$ cat src/rtl/rstSupPkg.sv
package rstSupPkg;

  typedef enum logic [1:0] {
    ST_IDLE    = 2'd0,
    ST_HOLD    = 2'd1,
    ST_STRETCH = 2'd2
  } supState_t;

  typedef struct packed {
    logic loadStretch;
    logic decStretch;
  } ctlStrobe_t;

endpackage

$ cat src/rtl/rstSupSync.sv
module rstSupSync #(
  parameter int unsigned WIDTH  = 2,
  parameter int unsigned STAGES = 2
) (
  input  logic             clk,
  input  logic             rstAsyncN,
  input  logic [WIDTH-1:0] dIn,
  output logic [WIDTH-1:0] dOut
);

  logic [STAGES-1:0][WIDTH-1:0] chain;

  always_ff @(posedge clk or negedge rstAsyncN) begin
    if (!rstAsyncN) chain[0] <= '0;
    else            chain[0] <= dIn;
  end

  for (genvar s = 1; s < STAGES; s++) begin : g_stage
    always_ff @(posedge clk or negedge rstAsyncN) begin
      if (!rstAsyncN) chain[s] <= '0;
      else            chain[s] <= chain[s-1];
    end
  end

  assign dOut = chain[STAGES-1];

endmodule

$ cat src/rtl/rstSupDatapath.sv
module rstSupDatapath
  import rstSupPkg::*;
#(
  parameter int unsigned STRETCH_CYC = 12_500_000,
  parameter int unsigned DEB_CYC     = 500_000,
  parameter int unsigned SYNC_STAGES = 2
) (
  input  logic       clk,
  input  logic       rstAsyncN,
  input  logic       pwrFail,
  input  logic       btnN,
  input  ctlStrobe_t strobe,
  output logic       pfLevel,
  output logic       btnLevel,
  output logic       cntZero
);

  localparam int unsigned CNT_W = $clog2(STRETCH_CYC + 1);
  localparam int unsigned DEB_W = $clog2(DEB_CYC + 1);
  localparam logic [CNT_W-1:0] STRETCH_LOAD = CNT_W'(STRETCH_CYC - 1);
  localparam logic [DEB_W-1:0] DEB_LAST     = DEB_W'(DEB_CYC - 1);

  logic [1:0] syncOut;
  logic       btnRaw;
  logic [DEB_W-1:0] debCnt;
  logic [CNT_W-1:0] stretchCnt;

  rstSupSync #(.WIDTH(2), .STAGES(SYNC_STAGES)) u_sync (
    .clk      (clk),
    .rstAsyncN(rstAsyncN),
    .dIn      ({pwrFail, ~btnN}),
    .dOut     (syncOut)
  );

  assign pfLevel = syncOut[1];
  assign btnRaw  = syncOut[0];

  // Debounce: flip the accepted level after DEB_CYC steady differing cycles
  always_ff @(posedge clk or negedge rstAsyncN) begin
    if (!rstAsyncN) begin
      debCnt   <= '0;
      btnLevel <= 1'b0;
    end else if (btnRaw == btnLevel) begin
      debCnt <= '0;
    end else if (debCnt == DEB_LAST) begin
      debCnt   <= '0;
      btnLevel <= btnRaw;
    end else begin
      debCnt <= debCnt + 1'b1;
    end
  end

  // Stretch counter, starts loaded so power-on gives one full stretch
  always_ff @(posedge clk or negedge rstAsyncN) begin
    if (!rstAsyncN)              stretchCnt <= STRETCH_LOAD;
    else if (strobe.loadStretch) stretchCnt <= STRETCH_LOAD;
    else if (strobe.decStretch)  stretchCnt <= stretchCnt - 1'b1;
  end

  assign cntZero = (stretchCnt == '0);

  // control never asks for a decrement of an exhausted counter
  p_no_underflow_r3: assert property (@(posedge clk) disable iff (!rstAsyncN)
    strobe.decStretch |-> !cntZero);

  // accepted level only moves after a full steady interval
  p_deb_flip_r4: assert property (@(posedge clk) disable iff (!rstAsyncN)
    !$stable(btnLevel) |-> ($past(debCnt) == DEB_LAST));

  // agreement between raw and accepted level freezes the accepted level
  p_deb_hold_r4: assert property (@(posedge clk) disable iff (!rstAsyncN)
    (btnRaw == btnLevel) |=> $stable(btnLevel));

endmodule

$ cat src/rtl/rstSupCtrl.sv
module rstSupCtrl
  import rstSupPkg::*;
(
  input  logic       clk,
  input  logic       rstAsyncN,
  input  logic       pfLevel,
  input  logic       btnLevel,
  input  logic       wdExpire,
  input  logic       cntZero,
  output ctlStrobe_t strobe,
  output logic       rstQ
);

  supState_t state, stateNxt;
  logic      cause;

  assign cause = pfLevel | btnLevel | wdExpire;

  always_comb begin
    stateNxt = state;
    strobe   = '0;
    unique case (state)
      ST_IDLE: begin
        if (cause) stateNxt = ST_HOLD;
      end
      ST_HOLD: begin
        if (!cause) begin
          stateNxt           = ST_STRETCH;
          strobe.loadStretch = 1'b1;
        end
      end
      ST_STRETCH: begin
        if (cause)        stateNxt = ST_HOLD;
        else if (cntZero) stateNxt = ST_IDLE;
        else              strobe.decStretch = 1'b1;
      end
      default: stateNxt = ST_HOLD;
    endcase
  end

  always_ff @(posedge clk or negedge rstAsyncN) begin
    if (!rstAsyncN) begin
      state <= ST_STRETCH;
      rstQ  <= 1'b1;
    end else begin
      state <= stateNxt;
      rstQ  <= (stateNxt != ST_IDLE);
    end
  end

  // a sampled supply fault keeps reset on
  p_pf_forces_r2: assert property (@(posedge clk) disable iff (!rstAsyncN)
    pfLevel |=> rstQ);

  // an accepted press keeps reset on
  p_btn_forces_r4: assert property (@(posedge clk) disable iff (!rstAsyncN)
    btnLevel |=> rstQ);

  // a watchdog request asserts reset at the sampling edge
  p_wd_forces_r6: assert property (@(posedge clk) disable iff (!rstAsyncN)
    wdExpire |=> rstQ);

  // release only once the stretch is exhausted and no cause is present
  p_release_gated_r3: assert property (@(posedge clk) disable iff (!rstAsyncN)
    $fell(rstQ) |-> $past(cntZero && !cause));

  // a cause during a stretch returns the controller to holding
  p_retrigger_r7: assert property (@(posedge clk) disable iff (!rstAsyncN)
    (state == ST_STRETCH && cause) |=> (state == ST_HOLD && rstQ));

endmodule

$ cat src/rtl/rstPulseGen.sv
module rstPulseGen
  import rstSupPkg::*;
#(
  parameter int unsigned CLK_HZ      = 50_000_000,
  parameter int unsigned STRETCH_MS  = 250,
  parameter int unsigned DEB_MS      = 10,
  parameter int unsigned SYNC_STAGES = 2
) (
  input  logic clk,
  input  logic rstAsyncN,
  input  logic pwrFail,
  input  logic btnN,
  input  logic wdExpire,
  output logic rstOut,
  output logic rstOutN
);

  localparam int unsigned CYC_PER_MS  = CLK_HZ / 1000;
  localparam int unsigned STRETCH_CYC = CYC_PER_MS * STRETCH_MS;
  localparam int unsigned DEB_CYC     = CYC_PER_MS * DEB_MS;

  ctlStrobe_t strobe;
  logic       pfLevel, btnLevel, cntZero, rstQ;

  rstSupDatapath #(
    .STRETCH_CYC(STRETCH_CYC),
    .DEB_CYC    (DEB_CYC),
    .SYNC_STAGES(SYNC_STAGES)
  ) u_dp (
    .clk      (clk),
    .rstAsyncN(rstAsyncN),
    .pwrFail  (pwrFail),
    .btnN     (btnN),
    .strobe   (strobe),
    .pfLevel  (pfLevel),
    .btnLevel (btnLevel),
    .cntZero  (cntZero)
  );

  rstSupCtrl u_ctl (
    .clk      (clk),
    .rstAsyncN(rstAsyncN),
    .pfLevel  (pfLevel),
    .btnLevel (btnLevel),
    .wdExpire (wdExpire),
    .cntZero  (cntZero),
    .strobe   (strobe),
    .rstQ     (rstQ)
  );

  assign rstOut  = rstQ;
  assign rstOutN = ~rstQ;

endmodule

$ cat config.mk
export PLATFORM = sky130hd
export DESIGN_NAME = rstPulseGen
export DESIGN_NICKNAME = d
export VERILOG_FILES = /design/src/rtl/rstSupPkg.sv /design/src/rtl/rstSupSync.sv /design/src/rtl/rstSupDatapath.sv /design/src/rtl/rstSupCtrl.sv /design/src/rtl/rstPulseGen.sv
export SDC_FILE = /design/constraint.sdc
export NUM_CORES = 1
export LEC_CHECK = 0
export CORE_MARGIN = 2
export CORE_UTILIZATION = 60
export CTS_BUF_LIST = sky130_fd_sc_hd__clkbuf_4 sky130_fd_sc_hd__clkbuf_8
export DETAILED_ROUTE_END_ITERATION = 7
export DONT_BUFFER_PORTS = 1
export GPL_TIMING_DRIVEN = 0
export PLACE_DENSITY = 0.73
export SLEW_MARGIN = 20
export SYNTH_ARGS = -nofsm -noshare
export SYNTH_HDL_FRONTEND = slang
export SYNTH_HIERARCHICAL = 1
export SYNTH_SLANG_ARGS = --single-unit
$ cat constraint.sdc
create_clock -name clk -period 5.8 [get_ports clk]
set_input_delay 0.58 -clock clk [delete_from_list [all_inputs] [get_ports clk]]
set_output_delay 0.58 -clock clk [all_outputs]
set_load 0.02 [all_outputs]
==> results of run 1 <==
## final cells by class
class                           count  area (sq um)
Clock inverter                      2          16.3
Timing Repair Buffer                1          20.0
Sequential cell                    51          1300
Tap cell                           50          62.6
Inverter                            6          22.5
Clock buffer                        6          82.6
Fill cell                         321          1320
Buffer                              8          38.8
Multi-Input combinational cell    188          1200
## stage by stage
stage,std cells,hold slack [ns],worst slack (ns),area (sq um)
CTS,312,0.0829,2.49,2740
global placement,303,0.285,2.50,2620
global route,312,0.0753,2.08,2740
floorplan,253,0.284,3.01,2560
finish,312,0.0788,2.51,2740
detailed placement,303,0.286,2.51,2620
## sequential cells by signal (all words and copies together), names as in the netlist
register / cells
u_dp/stretchCnt: 24
u_dp/u_sync/dOut: 2
u_dp/debCnt: 19
u_dp/u_sync/chain: 2
u_ctl/state: 2
u_ctl/rstQ: 1
u_dp/btnLevel: 1
## worst max path at each step
stage | start | endpoint | slack [ns] | depth (start not counted)
after global placement | u_dp/stretchCnt[10]$_DFFE_PN1P_ | u_dp/stretchCnt[15]$_DFFE_PN1P_ | 2.50 | 10
final | u_dp/stretchCnt[10]$_DFFE_PN1P_ | u_dp/stretchCnt[15]$_DFFE_PN1P_ | 2.51 | 10
after detailed placement | u_dp/stretchCnt[10]$_DFFE_PN1P_ | u_dp/stretchCnt[11]$_DFFE_PN1P_ | 2.51 | 10
after CTS | u_dp/stretchCnt[10]$_DFFE_PN1P_ | u_dp/stretchCnt[11]$_DFFE_PN1P_ | 2.49 | 10
after global routing | u_dp/stretchCnt[10]$_DFFE_PN1P_ | u_dp/stretchCnt[15]$_DFFE_PN1P_ | 2.08 | 10
after floorplan | u_dp/stretchCnt[18]$_DFFE_PN1P_ | u_dp/stretchCnt[11]$_DFFE_PN1P_ | 3.01 | 9
## where the power goes
group	internal, mW	total, mW	switching [mW]
registers	0.361	0.366	0.00414
clock network	0.0974	0.215	0.117
logic	0.00919	0.0249	0.0157
## worst max-delay path, stage by stage (launching register included)
cell and delay [ns]:
dfstp_2 0.56, nor4_2 0.07, nand4b_1 0.18, clkbuf_1 0.33
nor3_1 0.13, nand2b_1 0.17, nor3_1 0.51, or2_2 0.24
nand4_1 0.29, o21ai_0 0.26, or3b_2 0.46
## cell usage after synthesis, types with 4 or more instances
library cell,count,share of area
nor2_1,28,0.041
dfrtp_1,33,0.32
nor4_1,6,0.015
clkbuf_1,5,0.0073
inv_1,6,0.0088
nand3_1,10,0.020
a21oi_1,10,0.020
nand2b_1,10,0.024
mux2i_1,4,0.016
nand4_1,9,0.022
xor2_1,14,0.048
nor3_1,14,0.027
o21ai_0,11,0.022
or3_1,11,0.027
xnor2_1,8,0.027
or3b_2,5,0.017
nand2_1,12,0.018
nor2b_1,5,0.012
dfstp_2,18,0.18
## per-layer routing
layer	up-vias	wire length, um	track usage
li1	917	-	-
met3	8	83	0.0480
met4	0	89	0.0959
met5	-	0	0
met2	15	2210	0.330
met1	884	2130	0.269
## logic make-up (layout without fill, tap and decap cells)
family / after synthesis / count (layout) / share of synthesized area
AOI/OAI and AO/OA: 28 / 28 / 0.0665
DFF: 51 / 51 / 0.507
xor gates and xnor gates: 22 / 22 / 0.0753
buffers and inverters: 14 / 23 / 0.0239
muxes: 6 / 6 / 0.0244
and+or+nand+nor: 129 / 129 / 0.288
adders and majority gates: 3 / 3 / 0.0147
## repair_timing
item                                   CTS  global route
gates resized for setup                  0             0
setup endpoints to repair                0             0
endpoints found under the hold margin   33             0
hold buffers                             1             0
==> impl_metrics.env, run 1 <==
export IMPL_leakage_nw=1.03
export IMPL_cp_start_kind="flip-flop"
export IMPL_syn_inst=253
export IMPL_drt_initial_drc_count=84
export IMPL_grt_max_degree=34
export IMPL_r2r_cells=10
export IMPL_drive_above_1_share=0.176
export IMPL_ir_drop_uv=209
export IMPL_finalCriticalPeriod_ns=3.29
export IMPL_setup_tns_ns=0
export IMPL_utilization=0.676
export IMPL_power_total_uw=605
export IMPL_post_drt_wl_per_cell_um=14.5
export IMPL_insertion_delay_ns=0.31
export IMPL_start_util=0.631
export IMPL_area_delta_synth_final_pct=7.09
export IMPL_rsz0062_at_grt="no"
export IMPL_layout_nets=269
export IMPL_ys_types=41
export IMPL_via_count=1824
export IMPL_vias_per_cell=5.85
export IMPL_critical_path_arrival_ns=3.53
export IMPL_numCtsBuffers=5
export IMPL_routed_wl_um=4520
export IMPL_antenna_found_initial=0
export IMPL_synth_warnings=6
export IMPL_skew_ns=0.0139
export IMPL_maxCapViolCount=0
export IMPL_cts_root_buf="clkbuf_8"
export IMPL_die_w_um=69.3
export IMPL_clk_path_buf_depth=2
export IMPL_cts_clk_slew_worst_paths_ns=0.10
export IMPL_synthArstFlopShare=1.00
export IMPL_crit_fanout=10
export IMPL_post_cts_setup_buffers=0
export IMPL_n_antenna_cell=0
export IMPL_remaining_drc_errors=0
export IMPL_ant_nets=0
export IMPL_hold_violations=0
export IMPL_boundaryPins=7
export IMPL_worstSetupEndpointType="flip-flop"
export IMPL_track_usage=0.207
export IMPL_dieArea_sq_mm=0.00481
export IMPL_die_height_um=69.3
export IMPL_min_delay_path_class="input pin to asynchronous set/reset pin"
export IMPL_num_rows=23
export IMPL_syn_avg_cell_area_sq_um=10.1
export IMPL_finalSetupViolCount=0
export IMPL_drv_slew=0
export IMPL_tightest_slew_ns=0.990
export IMPL_clock_fmax_ghz=0.304
export IMPL_ff2ff_setup_slack_ns=2.51
export IMPL_final_common_cell="dfrtp_1"
export IMPL_yosys_most_used_dff="dfrtp_1"
export IMPL_outcome="completed"
export IMPL_crit_required_ns=6.04
export IMPL_portBuffers=0
export IMPL_grt_pass1_vias=1779
export IMPL_synth_seq_cells=51
export IMPL_crit_type="flip-flop to flip-flop"
export IMPL_grt_remaining_overflow=0
export IMPL_cts_max_level=2
export IMPL_layout_common_cells="dfrtp_1 (33), nor2_1 (28), dfstp_2 (18)"
export IMPL_r2r_start="u_dp/stretchCnt[10]$_DFFE_PN1P_"
export IMPL_cts_tree="done"
export IMPL_grt_pass1_wl_um=8030
export IMPL_r2r_end="u_dp/stretchCnt[15]$_DFFE_PN1P_"
export IMPL_coreArea_sq_mm=0.00406
export IMPL_dpl_hpwl_um=3130
export IMPL_drtPass1Iterations=4
export IMPL_slew_headroom=0.333
export IMPL_fin_crit_sh=0.567
export IMPL_synth_net_count=261
export IMPL_power_density_mw_per_mm2=221
export IMPL_clock_sinks=51
export IMPL_netlist_area_sq_mm=0.00256
export IMPL_ys_seq_area_frac=0.507
export IMPL_gp_congestion=0.796
export IMPL_synth_edf_count=0
Power figures use the tool's default switching activity.
==> run 2, diff against run 1 <==
--- a/config.mk
+++ b/config.mk
@@ -5,13 +5,14 @@
 export SDC_FILE = /design/constraint.sdc
 export NUM_CORES = 1
 export LEC_CHECK = 0
+export ABC_AREA = 1
 export CORE_MARGIN = 2
-export CORE_UTILIZATION = 60
+export CORE_UTILIZATION = 59
 export CTS_BUF_LIST = sky130_fd_sc_hd__clkbuf_4 sky130_fd_sc_hd__clkbuf_8
 export DETAILED_ROUTE_END_ITERATION = 7
 export DONT_BUFFER_PORTS = 1
 export GPL_TIMING_DRIVEN = 0
-export PLACE_DENSITY = 0.73
+export PLACE_DENSITY = 0.75
 export SLEW_MARGIN = 20
 export SYNTH_ARGS = -nofsm -noshare
 export SYNTH_HDL_FRONTEND = slang
==> constraint.sdc (replaced) <==
create_clock -name clk -period 2.65 [get_ports clk]
set_input_delay 0.265 -clock clk [delete_from_list [all_inputs] [get_ports clk]]
set_output_delay 0.265 -clock clk [all_outputs]
set_load 0.02 [all_outputs]
==> run 2 against run 1 <==
Against the previous run:
- worst hold slack better by 0.054 ns
- setup slack got worse by 2.2 ns
- sequential power rose by 120%
- via count up 30%
- count of clock-buffer cells in the layout stayed put
- die area rose by 12%
- register-to-register slack got worse by 2.2 ns
- clock power rose to 2.7 times the previous value
- critical path depth is 5 higher
- non-clock buffer count fell by 1
- synthesized area is 11% higher
- critical path type unchanged
==> impl_metrics.env, run 2 <==
export IMPL_synth_simple_area_share=0.370
export IMPL_dieArea_sq_mm=0.00537
export IMPL_finalSetupViolCount=0
export IMPL_reg_top3="u_dp/stretchCnt x24, u_dp/debCnt x19"
export IMPL_crit_fanout=9
export IMPL_rsz0062_at_grt="no"
export IMPL_ir_drop_uv=371
export IMPL_synth_top_area_cell="dfrtp_1"
export IMPL_synthArstFlopShare=1.00
export IMPL_boundaryPins=7
export IMPL_worstSetupEndpointType="flip-flop"
export IMPL_p_seq_frac=0.553
export IMPL_yosys_area_share_adder=0.0132
export IMPL_power_density_mw_per_mm2=473
export IMPL_final_common_cell="nand2_1"
export IMPL_top_register="u_dp/stretchCnt"
export IMPL_power_total_mw=1.46
export IMPL_drive_above_1_share=0.135
export IMPL_yosys_area_top_type_share=0.291
export IMPL_grt_max_degree=52
export IMPL_clk_path_buf_depth=2
export IMPL_crit_required_ns=2.90
export IMPL_dpl_hpwl_um=4110
export IMPL_p_comb_frac=0.054
export IMPL_n_antenna_cell=0
export IMPL_clock_sinks=51
export IMPL_hold_violations=0
export IMPL_track_usage=0.228
export IMPL_maxCapViolCount=0
export IMPL_synth_top_family_by_area="simple AND/OR/NAND/NOR gates"
export IMPL_outcome="completed"
export IMPL_remaining_drc_errors=0
export IMPL_leakage_nw=1.40
export IMPL_drv_slew=0
export IMPL_p_clk_frac=0.393
export IMPL_cp_start_kind="flip-flop"
export IMPL_die_w_um=73.3
export IMPL_grt_pass1_wl_um=9530
export IMPL_synth_edf_count=0
export IMPL_coreArea_sq_mm=0.00469
export IMPL_routed_wl_um=5590
export IMPL_syn_inst=373
export IMPL_p_switching_uw=330
export IMPL_ant_nets=0
export IMPL_clock_fmax_ghz=0.431
export IMPL_num_rows=25
export IMPL_cts_max_level=2
export IMPL_post_cts_setup_buffers=0
export IMPL_setup_tns_ns=0
export IMPL_via_count=2370
export IMPL_numCtsBuffers=5
export IMPL_drt_initial_drc_count=121
export IMPL_vias_per_cell=5.40
export IMPL_holdWs_ns=0.133
export IMPL_gp_congestion=0.909
export IMPL_portBuffers=0
export IMPL_netSwitchingFraction=0.225
export IMPL_largest_reg_flops=24
export IMPL_synth_warnings=6
export IMPL_grt_remaining_overflow=0
export IMPL_fillers=408
export IMPL_drtPass1Iterations=4
export IMPL_min_delay_path_class="input pin to flip-flop"
export IMPL_intPower_mw=1.13
export IMPL_netlist_area_sq_mm=0.00283
export IMPL_slew_headroom=0.670
export IMPL_synth_area_leaders="dfrtp_1 (29%), dfstp_2 (17%), nand2_1 (10%)"
export IMPL_synth_net_count=381
export IMPL_finalCriticalPeriod_ns=2.32
export IMPL_layout_nets=392
export IMPL_ys_seq_area_frac=0.458
export IMPL_utilization=0.659
export IMPL_area_delta_synth_final_pct=9.10
export IMPL_cts_root_buf="clkbuf_8"
export IMPL_critical_path_arrival_ns=2.57
export IMPL_syn_avg_cell_area_sq_um=7.60
export IMPL_ys_types=30
export IMPL_multi_input_area_sq_mm=0.00135
export IMPL_skew_ns=0.0131
export IMPL_muxShareOfSynthArea=0
export IMPL_synth_compound_area_frac=0.0547
export IMPL_synthTopCellsByCount="nand2_1 (78), nor2_1 (77), inv_1 (45)"
export IMPL_insertion_delay_ns=0.31
export IMPL_antenna_found_initial=0
export IMPL_start_util=0.604
export IMPL_grt_pass1_vias=2248
export IMPL_synth_seq_cells=51
export IMPL_fin_crit_sh=0.875
export IMPL_synth_xor_area_share=0.0340
export IMPL_tightest_slew_ns=0.495
export IMPL_post_drt_wl_per_cell_um=12.7
export IMPL_synth_most_common_cell="nand2_1"
export IMPL_cts_clk_slew_worst_paths_ns=0.10
export IMPL_seqCellArea_sq_mm=0.00130
export IMPL_crit_type="flip-flop to flip-flop"
export IMPL_cts_tree="done"
export IMPL_layout_common_cells="nand2_1 (78), nor2_1 (75), inv_1 (45)"
export IMPL_die_height_um=73.3
export IMPL_yosys_most_used_dff="dfrtp_1"
==> run 2: cell types whose count changed in the layout (fill, tap and decap cells not counted), sizes merged, moves of 10 or more <==
cell    change
nand2      +69
nor2       +60
inv        +41
nand3      +26
or3        -12
nand2b     -10
==> run 2: cell type report <==
| cell class | count | area share |
|---|---|---|
| multi-input cells | 272 | 0.436 |
| plain buffers | 4 | 0.00850 |
| clock inverters | 2 | 0.0125 |
| repair buffers | 4 | 0.0186 |
| flip-flops and latches | 51 | 0.420 |
| well taps | 54 | 0.0219 |
| clock buffers | 6 | 0.0267 |
| inverters | 46 | 0.0558 |
==> run 2: through the flow <==
step	instance area [sq um]	setup WS (ns)	cells
finish	3090	0.330	439
global route	3090	0.0829	439
CTS	3080	0.0614	439
detailed placement	2900	0.0906	427
global placement	2900	0.0919	427
floorplan	2830	0.610	373
==> run 2: cells by family after synthesis <==
| family | count (synthesis) |
|---|---|
| compound gates | 28 |
| xor+xnor | 11 |
| buf+inv | 50 |
| flops | 51 |
| simple gates | 230 |
| fa+ha+maj | 3 |
==> run 2: path summary, 6_finish.rpt <==
check	startpoint	cells after the start	endpoint	slack, ns
setup / recovery	u_dp/stretchCnt[0]$_DFFE_PN1P_	15	u_dp/stretchCnt[16]$_DFFE_PN0P_	0.33
hold / removal	wdExpire	3	u_ctl/state[1]$_DFF_PN1_	0.13
setup reg to reg	u_dp/stretchCnt[0]$_DFFE_PN1P_	15	u_dp/stretchCnt[16]$_DFFE_PN0P_	0.33
hold reg to reg	u_dp/u_sync/chain[1]$_DFF_PN0_	0	u_dp/u_sync/dOut[1]$_DFF_PN0_	0.36
max in group asynchronous	rstAsyncN	2	u_dp/stretchCnt[20]$_DFFE_PN1P_	1.90
min in group asynchronous	rstAsyncN	2	u_dp/stretchCnt[16]$_DFFE_PN0P_	0.44
==> run 2: repair_timing <==
| action | CTS | global route |
|---|---|---|
| hold buffers | 4 | 0 |
| setup endpoints to repair | 0 | 13 |
| hold endpoints to repair | 53 | 0 |
| gates resized for setup | 0 | 3 |
==> run 2: critical path, stage by stage (launching register included) <==
cell and delay, ns:
dfstp_2 0.52, inv_1 0.11, ha_1 0.22, nand3_1 0.10
nor4b_2 0.07, nor2_2 0.09, nand2_2 0.08, nor2_2 0.18
inv_1 0.09, nand2_2 0.12, nand3_2 0.13, nor2_4 0.27
nand3_2 0.10, nand2_1 0.07, inv_1 0.03, nor2_1 0.08
==> run 2: power groups by stage <==
stage                     sequential [mW]  combinational (mW)  clock, mW
after floorplan                     0.821              0.0440          0
after global placement              0.823              0.0547          0
after detailed placement            0.823              0.0561          0
after CTS                           0.809              0.0801      0.597
after global routing                0.811              0.0906      0.622
final                               0.809              0.0793      0.575
==> run 2: routing by layer <==
| layer | up-vias | GRT usage | routed length (um) |
|---|---|---|---|
| li1 | 1218 | - | - |
| met1 | 1094 | 0.270 | 2450 |
| met2 | 43 | 0.393 | 2780 |
| met3 | 15 | 0.0439 | 186 |
| met4 | 0 | 0.115 | 165 |
| met5 | - | 0 | 0 |
==> run 3, diff against run 2 <==
--- a/config.mk
+++ b/config.mk
@@ -7,12 +7,12 @@
 export LEC_CHECK = 0
 export ABC_AREA = 1
 export CORE_MARGIN = 2
-export CORE_UTILIZATION = 59
+export CORE_UTILIZATION = 60
 export CTS_BUF_LIST = sky130_fd_sc_hd__clkbuf_4 sky130_fd_sc_hd__clkbuf_8
 export DETAILED_ROUTE_END_ITERATION = 7
 export DONT_BUFFER_PORTS = 1
 export GPL_TIMING_DRIVEN = 0
-export PLACE_DENSITY = 0.75
+export PLACE_DENSITY = 0.82
 export SLEW_MARGIN = 20
 export SYNTH_ARGS = -nofsm -noshare
 export SYNTH_HDL_FRONTEND = slang
==> constraint.sdc (replaced) <==
create_clock -name clk -period 2.2 [get_ports clk]
set_input_delay 0.22 -clock clk [delete_from_list [all_inputs] [get_ports clk]]
set_output_delay 0.22 -clock clk [all_outputs]
set_load 0.02 [all_outputs]
==> run 3 against run 2 <==
Against the previous run:
- the flow now finishes with violations (negative setup slack)
- final cell count is 3.2% higher
- fmax is 0.80% lower
- first-iteration DRC count is 100% higher
- setup slack worse by 0.47 ns
- cell area is 7.6% higher
- core utilization is 5.9 points higher
==> impl_metrics.env, run 3 (synthesis gave the netlist of run 2 again) <==
export IMPL_clk_path_buf_depth=2
export IMPL_netSwitchingFraction=0.216
export IMPL_dpl_hpwl_um=4300
export IMPL_largest_reg_flops=24
export IMPL_routed_wl_um=6840
export IMPL_slew_headroom=0.649
export IMPL_hold_violations=0
export IMPL_insertion_delay_ns=0.31
export IMPL_grt_max_degree=52
export IMPL_die_w_um=72.7
export IMPL_worstSetupEndpointType="flip-flop"
export IMPL_cts_root_buf="clkbuf_8"
export IMPL_min_delay_path_class="input pin to flip-flop"
export IMPL_fillers=346
export IMPL_tightest_slew_ns=0.526
export IMPL_coreArea_sq_mm=0.00463
export IMPL_place_ws_ns=-0.364
export IMPL_ant_nets=0
export IMPL_critical_path_arrival_ns=2.58
export IMPL_drt_initial_drc_count=247
export IMPL_crit_type="flip-flop to flip-flop"
export IMPL_r2r_end="u_dp/stretchCnt[21]$_DFFE_PN1P_"
export IMPL_cts_tree="done"
export IMPL_critPathCapture="u_dp/stretchCnt[21]$_DFFE_PN1P_"
export IMPL_power_total_mw=1.88
export IMPL_via_count=2642
export IMPL_layout_nets=406
export IMPL_reg_top3="u_dp/stretchCnt x24, u_dp/debCnt x19"
export IMPL_drive_above_1_share=0.203
export IMPL_cts_max_level=2
export IMPL_leakage_nw=1.49
export IMPL_intPower_mw=1.47
export IMPL_p_switching_uw=406
export IMPL_grt_remaining_overflow=0
export IMPL_boundaryPins=7
export IMPL_cts_clk_slew_worst_paths_ns=0.09
export IMPL_portBuffers=0
export IMPL_crit_required_ns=2.44
export IMPL_grt_pass1_vias=2415
export IMPL_ff2ff_setup_slack_ns=-0.14
export IMPL_p_comb_frac=0.069
export IMPL_area_delta_synth_final_pct=17.4
export IMPL_final_cell_area_sq_mm=0.00333
export IMPL_violations="negative setup slack"
export IMPL_cp_start_kind="flip-flop"
export IMPL_skew_ns=0.00626
export IMPL_layout_setup_ws_ns=-0.139
export IMPL_n_antenna_cell=0
export IMPL_start_util=0.612
export IMPL_drtPass1Iterations=5
export IMPL_clock_sinks=51
export IMPL_numCtsBuffers=5
export IMPL_post_drt_wl_per_cell_um=15.1
export IMPL_post_dp_cell_area_sq_mm=0.00290
export IMPL_remaining_drc_errors=0
export IMPL_maxCapViolCount=0
export IMPL_finalSetupViolCount=4
export IMPL_track_usage=0.252
export IMPL_vias_per_cell=5.83
export IMPL_clock_fmax_ghz=0.428
export IMPL_gp_congestion=0.904
export IMPL_drv_slew=0
export IMPL_top_register="u_dp/stretchCnt"
export IMPL_outcome="complete, but fails checks"
export IMPL_num_rows=25
export IMPL_p_clk_frac=0.413
export IMPL_r2r_start="u_dp/stretchCnt[18]$_DFFE_PN1P_"
export IMPL_grt_pass1_wl_um=10300
export IMPL_power_density_mw_per_mm2=566
export IMPL_dieArea_sq_mm=0.00529
export IMPL_final_common_cell="nand2_1"
export IMPL_finalCriticalPeriod_ns=2.34
export IMPL_p_seq_frac=0.518
export IMPL_crit_start="u_dp/stretchCnt[18]$_DFFE_PN1P_"
export IMPL_ir_drop_uv=491
export IMPL_crit_fanout=4
export IMPL_die_height_um=72.7
export IMPL_layout_common_cells="nand2_1 (76), nor2_1 (69), inv_1 (42)"
export IMPL_setup_tns_ns=-0.186
export IMPL_fin_crit_sh=1.06
export IMPL_rsz0062_at_grt="yes"
export IMPL_r2r_cells=14
export IMPL_antenna_found_initial=0
## run 3: cell types whose count changed in the layout (fill, tap and decap cells not counted), sizes merged
cell / previous run / this run
bufinv: 1 / 2
nor2: 88 / 89
buf: 4 / 17
inv: 47 / 46
## run 3: routing by layer
layer  GRT usage  vias to the layer above  share of wire
li1            -                     1242              -
met1       0.283                     1251           0.40
met2       0.449                      111           0.51
met3      0.0580                       38          0.055
met4       0.117                        0          0.039
met5           0                        -              0
## run 3: power groups by stage
| stage | clock, mW | sequential, mW | combinational (mW) |
|---|---|---|---|
| after floorplan | 0 | 0.989 | 0.0530 |
| after global placement | 0 | 0.991 | 0.0659 |
| after detailed placement | 0 | 0.992 | 0.0695 |
| after CTS | 0.790 | 0.972 | 0.109 |
| after global routing | 0.823 | 0.976 | 0.142 |
| final | 0.777 | 0.973 | 0.130 |
## run 3: timing repair
item | 4_1_cts | 5_1_grt
resized for setup | 9 | 20
hold buffers | 4 | 0
pin swaps | 3 | 12
hold endpoints to repair | 53 | 0
endpoints found under the setup margin | 22 | 19
buffers inserted | 3 | 10
cloned | 1 | 0
## run 3: worst min-delay path by stage
stage                         start  depth (start not counted)                         endpoint  slack, ns
after global routing       wdExpire                          4         u_ctl/state[0]$_DFF_PN0_       0.13
after detailed placement  rstAsyncN                          0  u_dp/stretchCnt[14]$_DFFE_PN0P_      -0.07
after floorplan           rstAsyncN                          0         u_ctl/state[0]$_DFF_PN0_      -0.08
final                      wdExpire                          4         u_ctl/state[0]$_DFF_PN0_       0.11
after global placement    rstAsyncN                          0  u_dp/stretchCnt[14]$_DFFE_PN0P_      -0.07
after CTS                  wdExpire                          4         u_ctl/state[0]$_DFF_PN0_       0.11
## run 3: cell type report
cell class | count | area, sq um | area share
Multi-Input combinational cell | 273 | 1450 | 0.437
Sequential cell | 51 | 1300 | 0.391
Inverter | 46 | 175 | 0.0527
Timing Repair Buffer | 17 | 168 | 0.0504
Clock buffer | 6 | 76.3 | 0.0229
Tap cell | 54 | 67.6 | 0.0203
Clock inverter | 2 | 60.1 | 0.0181
Buffer | 4 | 26.3 | 0.00790
## run 3: stage by stage
| step | std cells | util | hold slack (ns) |
|---|---|---|---|
| 6_report | 453 | 0.718 | 0.109 |
| 5_1_grt | 453 | 0.718 | 0.132 |
| 4_1_cts | 443 | 0.684 | 0.106 |
| 3_5_place_dp | 427 | 0.627 | -0.0736 |
| 3_3_place_gp | 427 | 0.627 | -0.0736 |
| 2_1_floorplan | 373 | - | -0.0756 |
## run 3: worst max-delay path: stages, from the launching register on
cell      delay, ns
dfstp_2        0.57
nor2_2         0.05
nand2_2        0.10
nor2_2         0.06
nor4b_4        0.13
nor2_2         0.14
nand2_2        0.10
nor2_4         0.16
inv_2          0.07
nand2_4        0.12
buf_4          0.12
nand4_1        0.11
nor2_1         0.26
nand3b_1       0.15
nand3_1        0.13
